==> config.mk <==
export PLATFORM = sky130hd
export DESIGN_NAME = jcp_top
export DESIGN_NICKNAME = d
export VERILOG_FILES = /design/src/rtl/jcp_pkg.sv /design/src/rtl/jcp_tap_fsm.sv /design/src/rtl/jcp_ir.sv /design/src/rtl/jcp_dr_path.sv /design/src/rtl/jcp_top.sv
export SDC_FILE = /design/constraint.sdc
export NUM_CORES = 1
export LEC_CHECK = 0
export ABC_AREA = 1
export CAP_MARGIN = 5
export CORE_ASPECT_RATIO = 1.1
export CORE_MARGIN = 2
export CORE_UTILIZATION = 58
export CTS_BUF_LIST = sky130_fd_sc_hd__clkbuf_4 sky130_fd_sc_hd__clkbuf_8
export CTS_CLUSTER_DIAMETER = 200
export CTS_CLUSTER_SIZE = 24
export DETAILED_ROUTE_END_ITERATION = 10
export DONT_BUFFER_PORTS = 1
export GPL_TIMING_DRIVEN = 0
export PLACE_DENSITY = 0.85
export SYNTH_ARGS = -nofsm -noshare
export SYNTH_HDL_FRONTEND = slang
export SYNTH_SLANG_ARGS = --single-unit
==> constraint.sdc <==
create_clock -name tck_i -period 1.3 [get_ports tck_i]
set_input_delay 0.13 -clock tck_i [delete_from_list [all_inputs] [get_ports tck_i]]
set_output_delay 0.13 -clock tck_i [all_outputs]
set_load 0.01 [all_outputs]
==> src/rtl/jcp_pkg.sv <==
package jcp_pkg;

  localparam int unsigned IR_W = 5;

  localparam logic [IR_W-1:0] OP_BYPASS  = 5'b11111;
  localparam logic [IR_W-1:0] OP_CFG     = 5'b00101;
  localparam logic [IR_W-1:0] OP_START   = 5'b01100;
  localparam logic [IR_W-1:0] IR_CAPTURE = 5'b00001;

  typedef enum logic [3:0] {
    TS_RESET   = 4'h0,
    TS_IDLE    = 4'h1,
    TS_SEL_DR  = 4'h2,
    TS_CAP_DR  = 4'h3,
    TS_SH_DR   = 4'h4,
    TS_EX1_DR  = 4'h5,
    TS_PAU_DR  = 4'h6,
    TS_EX2_DR  = 4'h7,
    TS_UPD_DR  = 4'h8,
    TS_SEL_IR  = 4'h9,
    TS_CAP_IR  = 4'hA,
    TS_SH_IR   = 4'hB,
    TS_EX1_IR  = 4'hC,
    TS_PAU_IR  = 4'hD,
    TS_EX2_IR  = 4'hE,
    TS_UPD_IR  = 4'hF
  } tap_state_e;

  function automatic tap_state_e tap_next(input tap_state_e s, input logic tms);
    unique case (s)
      TS_RESET:  return tms ? TS_RESET  : TS_IDLE;
      TS_IDLE:   return tms ? TS_SEL_DR : TS_IDLE;
      TS_SEL_DR: return tms ? TS_SEL_IR : TS_CAP_DR;
      TS_CAP_DR: return tms ? TS_EX1_DR : TS_SH_DR;
      TS_SH_DR:  return tms ? TS_EX1_DR : TS_SH_DR;
      TS_EX1_DR: return tms ? TS_UPD_DR : TS_PAU_DR;
      TS_PAU_DR: return tms ? TS_EX2_DR : TS_PAU_DR;
      TS_EX2_DR: return tms ? TS_UPD_DR : TS_SH_DR;
      TS_UPD_DR: return tms ? TS_SEL_DR : TS_IDLE;
      TS_SEL_IR: return tms ? TS_RESET  : TS_CAP_IR;
      TS_CAP_IR: return tms ? TS_EX1_IR : TS_SH_IR;
      TS_SH_IR:  return tms ? TS_EX1_IR : TS_SH_IR;
      TS_EX1_IR: return tms ? TS_UPD_IR : TS_PAU_IR;
      TS_PAU_IR: return tms ? TS_EX2_IR : TS_PAU_IR;
      TS_EX2_IR: return tms ? TS_UPD_IR : TS_SH_IR;
      default:   return tms ? TS_SEL_DR : TS_IDLE;
    endcase
  endfunction

endpackage

==> src/rtl/jcp_tap_fsm.sv <==
module jcp_tap_fsm
  import jcp_pkg::*;
(
  input  logic       tck_i,
  input  logic       rst_ni,
  input  logic       tms_i,
  output tap_state_e state_o
);

  tap_state_e state_q;

  always_ff @(posedge tck_i or negedge rst_ni) begin
    if (!rst_ni) state_q <= TS_RESET;
    else         state_q <= tap_next(state_q, tms_i);
  end

  assign state_o = state_q;

endmodule

==> src/rtl/jcp_ir.sv <==
module jcp_ir
  import jcp_pkg::*;
(
  input  logic       tck_i,
  input  logic       rst_ni,
  input  tap_state_e state_i,
  input  logic       tdi_i,
  output logic       ir_tdo_o,
  output logic       sel_cfg_o,
  output logic       sel_start_o,
  output logic       sel_bypass_o
);

  logic [IR_W-1:0] shift_q;
  logic [IR_W-1:0] ir_q;

  always_ff @(posedge tck_i or negedge rst_ni) begin
    if (!rst_ni) begin
      shift_q <= IR_CAPTURE;
      ir_q    <= OP_BYPASS;
    end else begin
      unique case (state_i)
        TS_RESET:  ir_q    <= OP_BYPASS;
        TS_CAP_IR: shift_q <= IR_CAPTURE;
        TS_SH_IR:  shift_q <= {tdi_i, shift_q[IR_W-1:1]};
        TS_UPD_IR: ir_q    <= shift_q;
        default: ;
      endcase
    end
  end

  // undefined opcodes fall back to bypass
  always_comb begin
    sel_cfg_o    = (ir_q == OP_CFG);
    sel_start_o  = (ir_q == OP_START);
    sel_bypass_o = !(sel_cfg_o || sel_start_o);
  end

  assign ir_tdo_o = shift_q[0];

endmodule

==> src/rtl/jcp_dr_path.sv <==
module jcp_dr_path
  import jcp_pkg::*;
#(
  parameter int unsigned BYTE_W = 8
) (
  input  logic              tck_i,
  input  logic              rst_ni,
  input  tap_state_e        state_i,
  input  logic              sel_cfg_i,
  input  logic              sel_start_i,
  input  logic              tdi_i,
  output logic              byp_tdo_o,
  output logic              pkt_valid_o,
  output logic [BYTE_W-1:0] pkt_byte_o,
  output logic              startup_en_o
);

  localparam int unsigned CNT_W = $clog2(BYTE_W);
  localparam logic [CNT_W-1:0] CNT_LAST = CNT_W'(BYTE_W - 1);

  logic              byp_q;
  logic [BYTE_W-2:0] acc_q;
  logic [CNT_W-1:0]  cnt_q;
  logic              vld_q;
  logic [BYTE_W-1:0] byte_q;
  logic              shifting;

  assign shifting = (state_i == TS_SH_DR);

  always_ff @(posedge tck_i or negedge rst_ni) begin
    if (!rst_ni) begin
      byp_q  <= 1'b0;
      acc_q  <= '0;
      cnt_q  <= '0;
      vld_q  <= 1'b0;
      byte_q <= '0;
    end else begin
      vld_q <= 1'b0;
      if (state_i == TS_RESET) cnt_q <= '0;
      if (state_i == TS_CAP_DR) byp_q <= 1'b0;
      if (shifting) begin
        byp_q <= tdi_i;
        if (sel_cfg_i) begin
          acc_q <= {acc_q[BYTE_W-3:0], tdi_i};
          if (cnt_q == CNT_LAST) begin
            vld_q  <= 1'b1;
            byte_q <= {acc_q, tdi_i};
            cnt_q  <= '0;
          end else begin
            cnt_q <= cnt_q + 1'b1;
          end
        end
      end
    end
  end

  assign byp_tdo_o    = byp_q;
  assign pkt_valid_o  = vld_q;
  assign pkt_byte_o   = byte_q;
  assign startup_en_o = shifting && sel_start_i;

endmodule

==> src/rtl/jcp_top.sv <==
module jcp_top
  import jcp_pkg::*;
#(
  parameter int unsigned BYTE_W = 8
) (
  input  logic              tck_i,
  input  logic              rst_ni,
  input  logic              prog_ni,
  input  logic [2:0]        mode_i,
  input  logic              tms_i,
  input  logic              tdi_i,
  output logic              tdo_o,
  output logic              pkt_valid_o,
  output logic [BYTE_W-1:0] pkt_byte_o,
  output logic              startup_en_o,
  output logic              bscan_mode_o
);

  tap_state_e tap_state;
  logic       tap_rst_n;
  logic       ir_tdo;
  logic       byp_tdo;
  logic       sel_cfg;
  logic       sel_start;
  logic       sel_bypass;

  // program pin acts as a second asynchronous reset source
  assign tap_rst_n = rst_ni & prog_ni;

  jcp_tap_fsm i_fsm (
    .tck_i   (tck_i),
    .rst_ni  (tap_rst_n),
    .tms_i   (tms_i),
    .state_o (tap_state)
  );

  jcp_ir i_ir (
    .tck_i        (tck_i),
    .rst_ni       (tap_rst_n),
    .state_i      (tap_state),
    .tdi_i        (tdi_i),
    .ir_tdo_o     (ir_tdo),
    .sel_cfg_o    (sel_cfg),
    .sel_start_o  (sel_start),
    .sel_bypass_o (sel_bypass)
  );

  jcp_dr_path #(.BYTE_W(BYTE_W)) i_dr (
    .tck_i        (tck_i),
    .rst_ni       (tap_rst_n),
    .state_i      (tap_state),
    .sel_cfg_i    (sel_cfg),
    .sel_start_i  (sel_start),
    .tdi_i        (tdi_i),
    .byp_tdo_o    (byp_tdo),
    .pkt_valid_o  (pkt_valid_o),
    .pkt_byte_o   (pkt_byte_o),
    .startup_en_o (startup_en_o)
  );

  always_comb begin
    tdo_o = 1'b0;
    if (tap_state == TS_SH_IR)                    tdo_o = ir_tdo;
    else if (tap_state == TS_SH_DR && sel_bypass) tdo_o = byp_tdo;
  end

  assign bscan_mode_o = (mode_i == 3'b101) || (mode_i == 3'b001);

endmodule

# --- Word-level counts from Yosys, hierarchy flattened ---
# Cells that the tools add are included.
# Widths: inputs -> output; s select.
totals:
  wordCells: 67
  out_inout_bits: 12
  inputBits: 8
  regBits: 34
classes:
  bitwise: 1
  n_eq_ne: 18
  reduce_logical: 13
  mux: 26
  addsub: 1
ops:
  columns: ["op", "n"]
  rows:
  - ["$pmux 4 s11", 1]
  - ["$eq 4x4->1 const B", 7]
  - ["$pmux 5 s2", 2]
  - ["$mux 3", 6]
  - ["$eq 4x3->1 const B", 4]
  - ["$mux 4", 4]
  - ["$mux 1", 10]
  - ["$eq 4x2->1 const B", 2]
  - ["$eq 3x3->1 const B", 2]
  - ["$mux 2", 3]
  - ["$reduce_bool 2->1", 3]
  - ["$eq 5x3->1 const B", 1]
  - ["$eq 5x4->1 const B", 1]
  - ["$logic_not 4->1", 1]
  - ["$reduce_or 2->1", 2]
  - ["$add 3x1->3 const B", 1]
  - ["$eq 3x1->1 const B", 1]
  - ["$reduce_and 3->1", 1]
  - ["$logic_and 1x1->1", 2]
  - ["$logic_or 1x1->1", 2]
  - ["$reduce_and 2->1", 1]
  - ["$and 1x1->1", 1]
  - ["$logic_not 1->1", 1]

# --- Depth between registers and ports, before layout ---
depth:
  depth_word: 6
  mapped_depth: 8
  ltp_nobuf: 8

# --- Cells and area by module ---
# A second synthesis with hierarchy kept.
hier_totals:
  cells_unflattened: 258
  hier_area_um2: 1910.6
by_module_without_submodules:
  columns: ["mod", "area_each_um2", "cells_each", "n_inst", "seq_area_each_um2"]
  rows:
  - ["jcp_dr_path", 943.4, 102, 1, 500.5]
  - ["jcp_ir", 526.8, 72, 1, 257.7]
  - ["jcp_tap_fsm", 382.9, 69, 1, 100.1]
  - ["jcp_top", 57.6, 15, 1, 0.0]

# --- Least setup slack after synthesis ---
# OpenSTA, ideal clock, no wires.
synth_path:
  kind: "register -> register"
  start: "register i_ir.ir_q[0]"
  end: "register i_dr.byte_q[5] (netlist: i_dr.pkt_byte_o[5])"
  period_less_slack_ns: 1.401
  t_required_ns: 1.180
  setup_ns: 0.120
  arrival_ns: 1.281
  n_path_buf: 1
  stages_incl_launch_ff: 7
  path_slack_ns: -0.101
  path_cell_list: "dfstp_2 inv_1 nor3_2 nand3_4 buf_6 o21ai_2 nand2_1"
synth_between:
  elab_chain_cells: 2
synth_rtl:
  columns: ["item", "line", "text"]
  rows:
  - ["start: declaration", "jcp_ir.sv:15", "logic [IR_W-1:0] ir_q;"]
  - ["start signal: assignment", "jcp_ir.sv:26", "TS_UPD_IR: ir_q <= shift_q;"]
  - ["$eq 5x3->1", "jcp_ir.sv:34", "sel_cfg_o = (ir_q == OP_CFG);"]
  - ["$reduce_and 3->1 (no line)", null, null]
  - ["end signal: assignment", "jcp_dr_path.sv:47", "byte_q <= {acc_q, tdi_i};"]
  - ["end: declaration", "jcp_dr_path.sv:25", "logic [BYTE_W-1:0] byte_q;"]
# Every way passes these cells.
# A chain may end at the register's enable or synchronous reset.

# --- Worst setup path in the final report ---
layout_path:
  start: "register i_ir.ir_q[4]"
  end: "output tdo_o"
layout_between:
  elab_chain_cells: 6
  word_cells_on_any_way: 7
  classes_between: "eq/ne: 2; mux: 2; reduce/logical: 3"
layout_rtl:
  columns: ["item", "line", "text"]
  rows:
  - ["$eq 5x3->1 / $eq 5x4->1 (equally long branches)", "jcp_ir.sv:34, jcp_ir.sv:35", null]
  - ["$logic_or 1x1->1 (*)", "jcp_ir.sv:36", "sel_bypass_o = !(sel_cfg_o || sel_start_o);"]
  - ["$logic_not 1->1 (*)", "jcp_ir.sv:36", null]
  - ["$logic_and 1x1->1 (*)", "jcp_top.sv:64", "else if (tap_state == TS_SH_DR && sel_bypass) tdo_o = byp_tdo;"]
  - ["$mux 1 (*)", "jcp_top.sv:64", null]
  - ["$mux 1 (*)", "jcp_top.sv:63", "if (tap_state == TS_SH_IR) tdo_o = ir_tdo;"]
  - ["end: declaration", "jcp_top.sv:12", "output logic tdo_o,"]
# Every way passes the cells marked *; elsewhere a longest branch is shown, timed or not.

==> results.md <==
- Internal power: ~2 mW
- Violated checks: negative setup slack
- Die Footprint: around 0.0033 mm^2
- Vias: 1476
- Effective utilization at floorplan: between 60% and 70%
- Cell count after synthesis: 199
- First-pass GRT wire length: 5685 um
- Share of power burned in combinational logic: a little under two fifths
- Reported net switching power: around 1.3 mW
- Vias in the first global route: 1336
- CTS buffer count: 5
- Peak supply drop: around 1.3 mV
- Number of optimization iterations in the first detailed-route pass: 4
- Cell chosen for the clock root: sky130_fd_sc_hd__clkbuf_4
- Critical Path RT: around 1.2 ns
- Post-route DRC: 0
- Post-Synth XOR/XNOR Area: 0%
- Maximum clock skew at final layout: 0.007951 ns
- Simple-gate portion of the synthesized area: 26.20%
- Clk_lat worst skew: 0.34 ns
- Count of distinct cell types in the synthesized netlist: 24
- Count of pins on the block boundary: 20
- Leakage power summed over all cells: 0.9740 nW
- RD Place Congestion: 0.9425
- Average instance area after synthesis: 8.255 um^2
- Number of antenna repair diodes: 0
- Final count of pins violating max slew: 0
- Final worst hold slack: approximately 0.0087 ns
- Cell chain of the critical path: nor2_4, nand4_1, nand3_2, o21ai_2
- Sw frac: 39.05%
- Routed length per placed instance: about 15 um
- CTS HTree Levels: 2
- Number of nets in the synthesized netlist: 209
- TritonCTS Sinks: 34
- Share of the synthesized area in compound gates (AO/OA/AOI/OAI): 12.03%
- Power per standard cell area: 1699 mW/mm^2
- Share of post-route cells with drive strength above 1: 29.60%
- Post-Synthesis Cell Area: 0.001643 mm^2
- Core footprint: about 0.0027 mm^2
- Slew HR: about four fifths
- Highest achievable clock rate: between 0.6 and 0.7 GHz
- Worst EP arrival: 1.41 ns
- Cell with the largest stage delay on the worst path: sky130_fd_sc_hd__dfstp_2
- Fraction of the mapped netlist area in adder cells: 1.523%
- Routed wire length: about 3800 um
- Combinational family with the most area after synthesis: simple AND/OR/NAND/NOR gates
- Buffers added on ports: 0
- Pre-CTS WS: -0.1907 ns
- Remaining Overflow, GRT: 0
- Worst-path maximum fanout: 5
- Portion of the clock cycle consumed by the worst path in the final layout: 118.2%
- Time the worst path needs with I/O delays and setup: ~1.5 ns
- Endpoint class of the critical path: output pin
- Chip width: 54.75 um
- Fin nets: 232
- Portion of total power attributed to the clock network: between 10% and 20%
- Antenna violations before repair: 0
- RSZ-0062 raised after global routing: true
- Sequential fraction of the synthesis area: 52.25%
- Total setup violations reported at the end of the flow: 25
- Row Count: 20
- Relative contribution of sequential cells to total power: 43.3%
- All-layer global routing usage: 24.86%
- Worst Hold Class: in -> reg
- TNS Setup: -3.514 ns
- Detail Route Antenna Nets: 0
- Core Util, Final: 72.80%
- Mux contribution to synthesized area: 0%
- Clock tree from TritonCTS: yes
- Slowest stage delay, CP: 0.58 ns
- Post-CTS clock slew at the launch and capture registers of the worst setup and hold paths: 0.10 ns
- Via count normalized by instance count: 5.766
- Critical path class: reg -> out
- Non-Filler Instances: around 260
- Synthesized flop and latch total: 34
- Placed Cells incl. Taps: 232
- Yosys Warn Count: 0
- P&R area growth vs syn: 20.87%
- Final worst-path setup slack: -0.2361 ns
- Total half-perimeter wirelength after legalization and detailed placement: 2394 um
- Status: finished, violations left
- Maximum number of pins on one net before global-route repair: 35
- Final hold viol count: 0
- Reported max-cap violation count: 0
- Initial DRC Count: 50
- Actual slew at the worst max-slew pin: 0.2989 ns
- Startpoint class of the critical path: flip-flop
- Clock buffer depth: 2
- Die Ht: 59.82 um
[state kept, by name (all words and copies together) (netlist names)]
name	count
i_ir.ir_q	5
i_dr.cnt_q	3
i_dr.pkt_valid_o	1
i_dr.pkt_byte_o	8
i_fsm.state_o	4
i_dr.byp_tdo_o	1
i_dr.acc_q	7
i_ir.shift_q	5
[synthesized netlist by cell type, drive strengths merged]
library cell / instances / area (um^2)
o22a: 2 / 17.52
inv: 27 / 101.4
o21ai: 20 / 107.6
clkinv: 2 / 7.510
buf: 2 / 22.52
ha: 2 / 25.02
nor3: 2 / 15.01
nand3: 13 / 77.58
o22ai: 5 / 31.28
nor2: 26 / 115.1
nand2: 52 / 197.7
dfrtp: 28 / 700.7
a31oi: 1 / 6.260
dfstp: 6 / 157.7
a21oi: 7 / 35.03
nand4: 4 / 25.02
[metrics by stage]
stage	power [mW]	cell area [um^2]
final	3.374	1986
after floorplan	2.146	1649
after CTS	3.158	1876
after global routing	3.578	1986
after detailed placement	2.355	1690
after global placement	2.296	1690
[worst max-delay path: cells and delay by family, from the launching register on]
family | cells | cell delay (ns)
flip-flops | 1 | 0.58
AND/OR/NAND/NOR | 3 | 0.29
AO/OA/AOI/OAI | 1 | 0.20
[worst paths after layout]
| path | startpoint | end | slack, ns | cells past startpoint |
|---|---|---|---|---|
| min in group asynchronous | rst_ni | i_dr.pkt_byte_o[6] | 0.17 | 3 |
| hold reg to reg | i_dr.acc_q[5] | i_dr.pkt_byte_o[6] | 0.48 | 2 |
| max in group asynchronous | prog_ni | i_ir.ir_q[2] | 0.10 | 5 |
| setup reg to reg | i_ir.ir_q[2] | i_dr.cnt_q[0] | -0.21 | 7 |
| hold / removal | tms_i | i_fsm.state_o[1] | 0.009 | 4 |
| setup / recovery | i_ir.ir_q[4] | tdo_o | -0.24 | 4 |
[metal layers]
metal,vias to the layer above,wire length [um],track usage (%)
met5,-,0,0
met4,0,141,12.86
met3,17,189,6.750
met2,59,1987,42.18
met1,701,1530,27.73
li1,699,-,-
[cell usage in the layout, fill, tap and decap left out, drive strengths merged]
cell type | netlist | final
dlygate4sd3 | 0 | 4
nor2 | 26 | 27
o21ai | 20 | 20
o22ai | 5 | 5
ha | 2 | 2
nor3 | 2 | 2
nand4 | 4 | 4
clkbuf | 0 | 7
dfstp | 6 | 6
a21oi | 7 | 7
nand2 | 52 | 52
nand3 | 13 | 14
a31oi | 1 | 1
clkinv | 2 | 4
dfrtp | 28 | 28
o22a | 2 | 2
buf | 2 | 12
inv | 27 | 26
[power groups by stage]
stage | combinational, mW | sequential, mW | clock (mW)
floorplan | 0.723 | 1.42 | 0
global placement | 0.836 | 1.46 | 0
detailed placement | 0.887 | 1.47 | 0
CTS | 1.09 | 1.44 | 0.632
global route | 1.42 | 1.48 | 0.680
finish | 1.28 | 1.46 | 0.630
[cell families after synthesis]
logic type	count (synthesis)
AOI/OAI and AO/OA	35
adders and majority gates	2
buffers and inverters	31
DFF	34
and+or+nand+nor	97
[repair_timing]
| item | CTS | global route |
|---|---|---|
| hold endpoints to repair | 5 | 28 |
| setup endpoints to repair | 25 | 33 |
| pin swaps | 7 | 5 |
| setup buffers | 7 | 1 |
| hold buffers | 2 | 2 |
| cloned | 1 | 2 |
| resized for setup | 17 | 20 |
[final cells by class]
| cell class | count | area [um^2] |
|---|---|---|
| sequential | 34 | 862.1 |
| clock buffer | 7 | 58.81 |
| tap | 33 | 41.29 |
| timing repair buffer | 14 | 131.4 |
| inverter | 29 | 110.1 |
| buffer | 2 | 22.52 |
| multi-input combinational | 136 | 754.5 |
| fill | 201 | 742.0 |
| clock inverter | 1 | 5.005 |
Note: power is estimated with default switching activity, not from simulation.
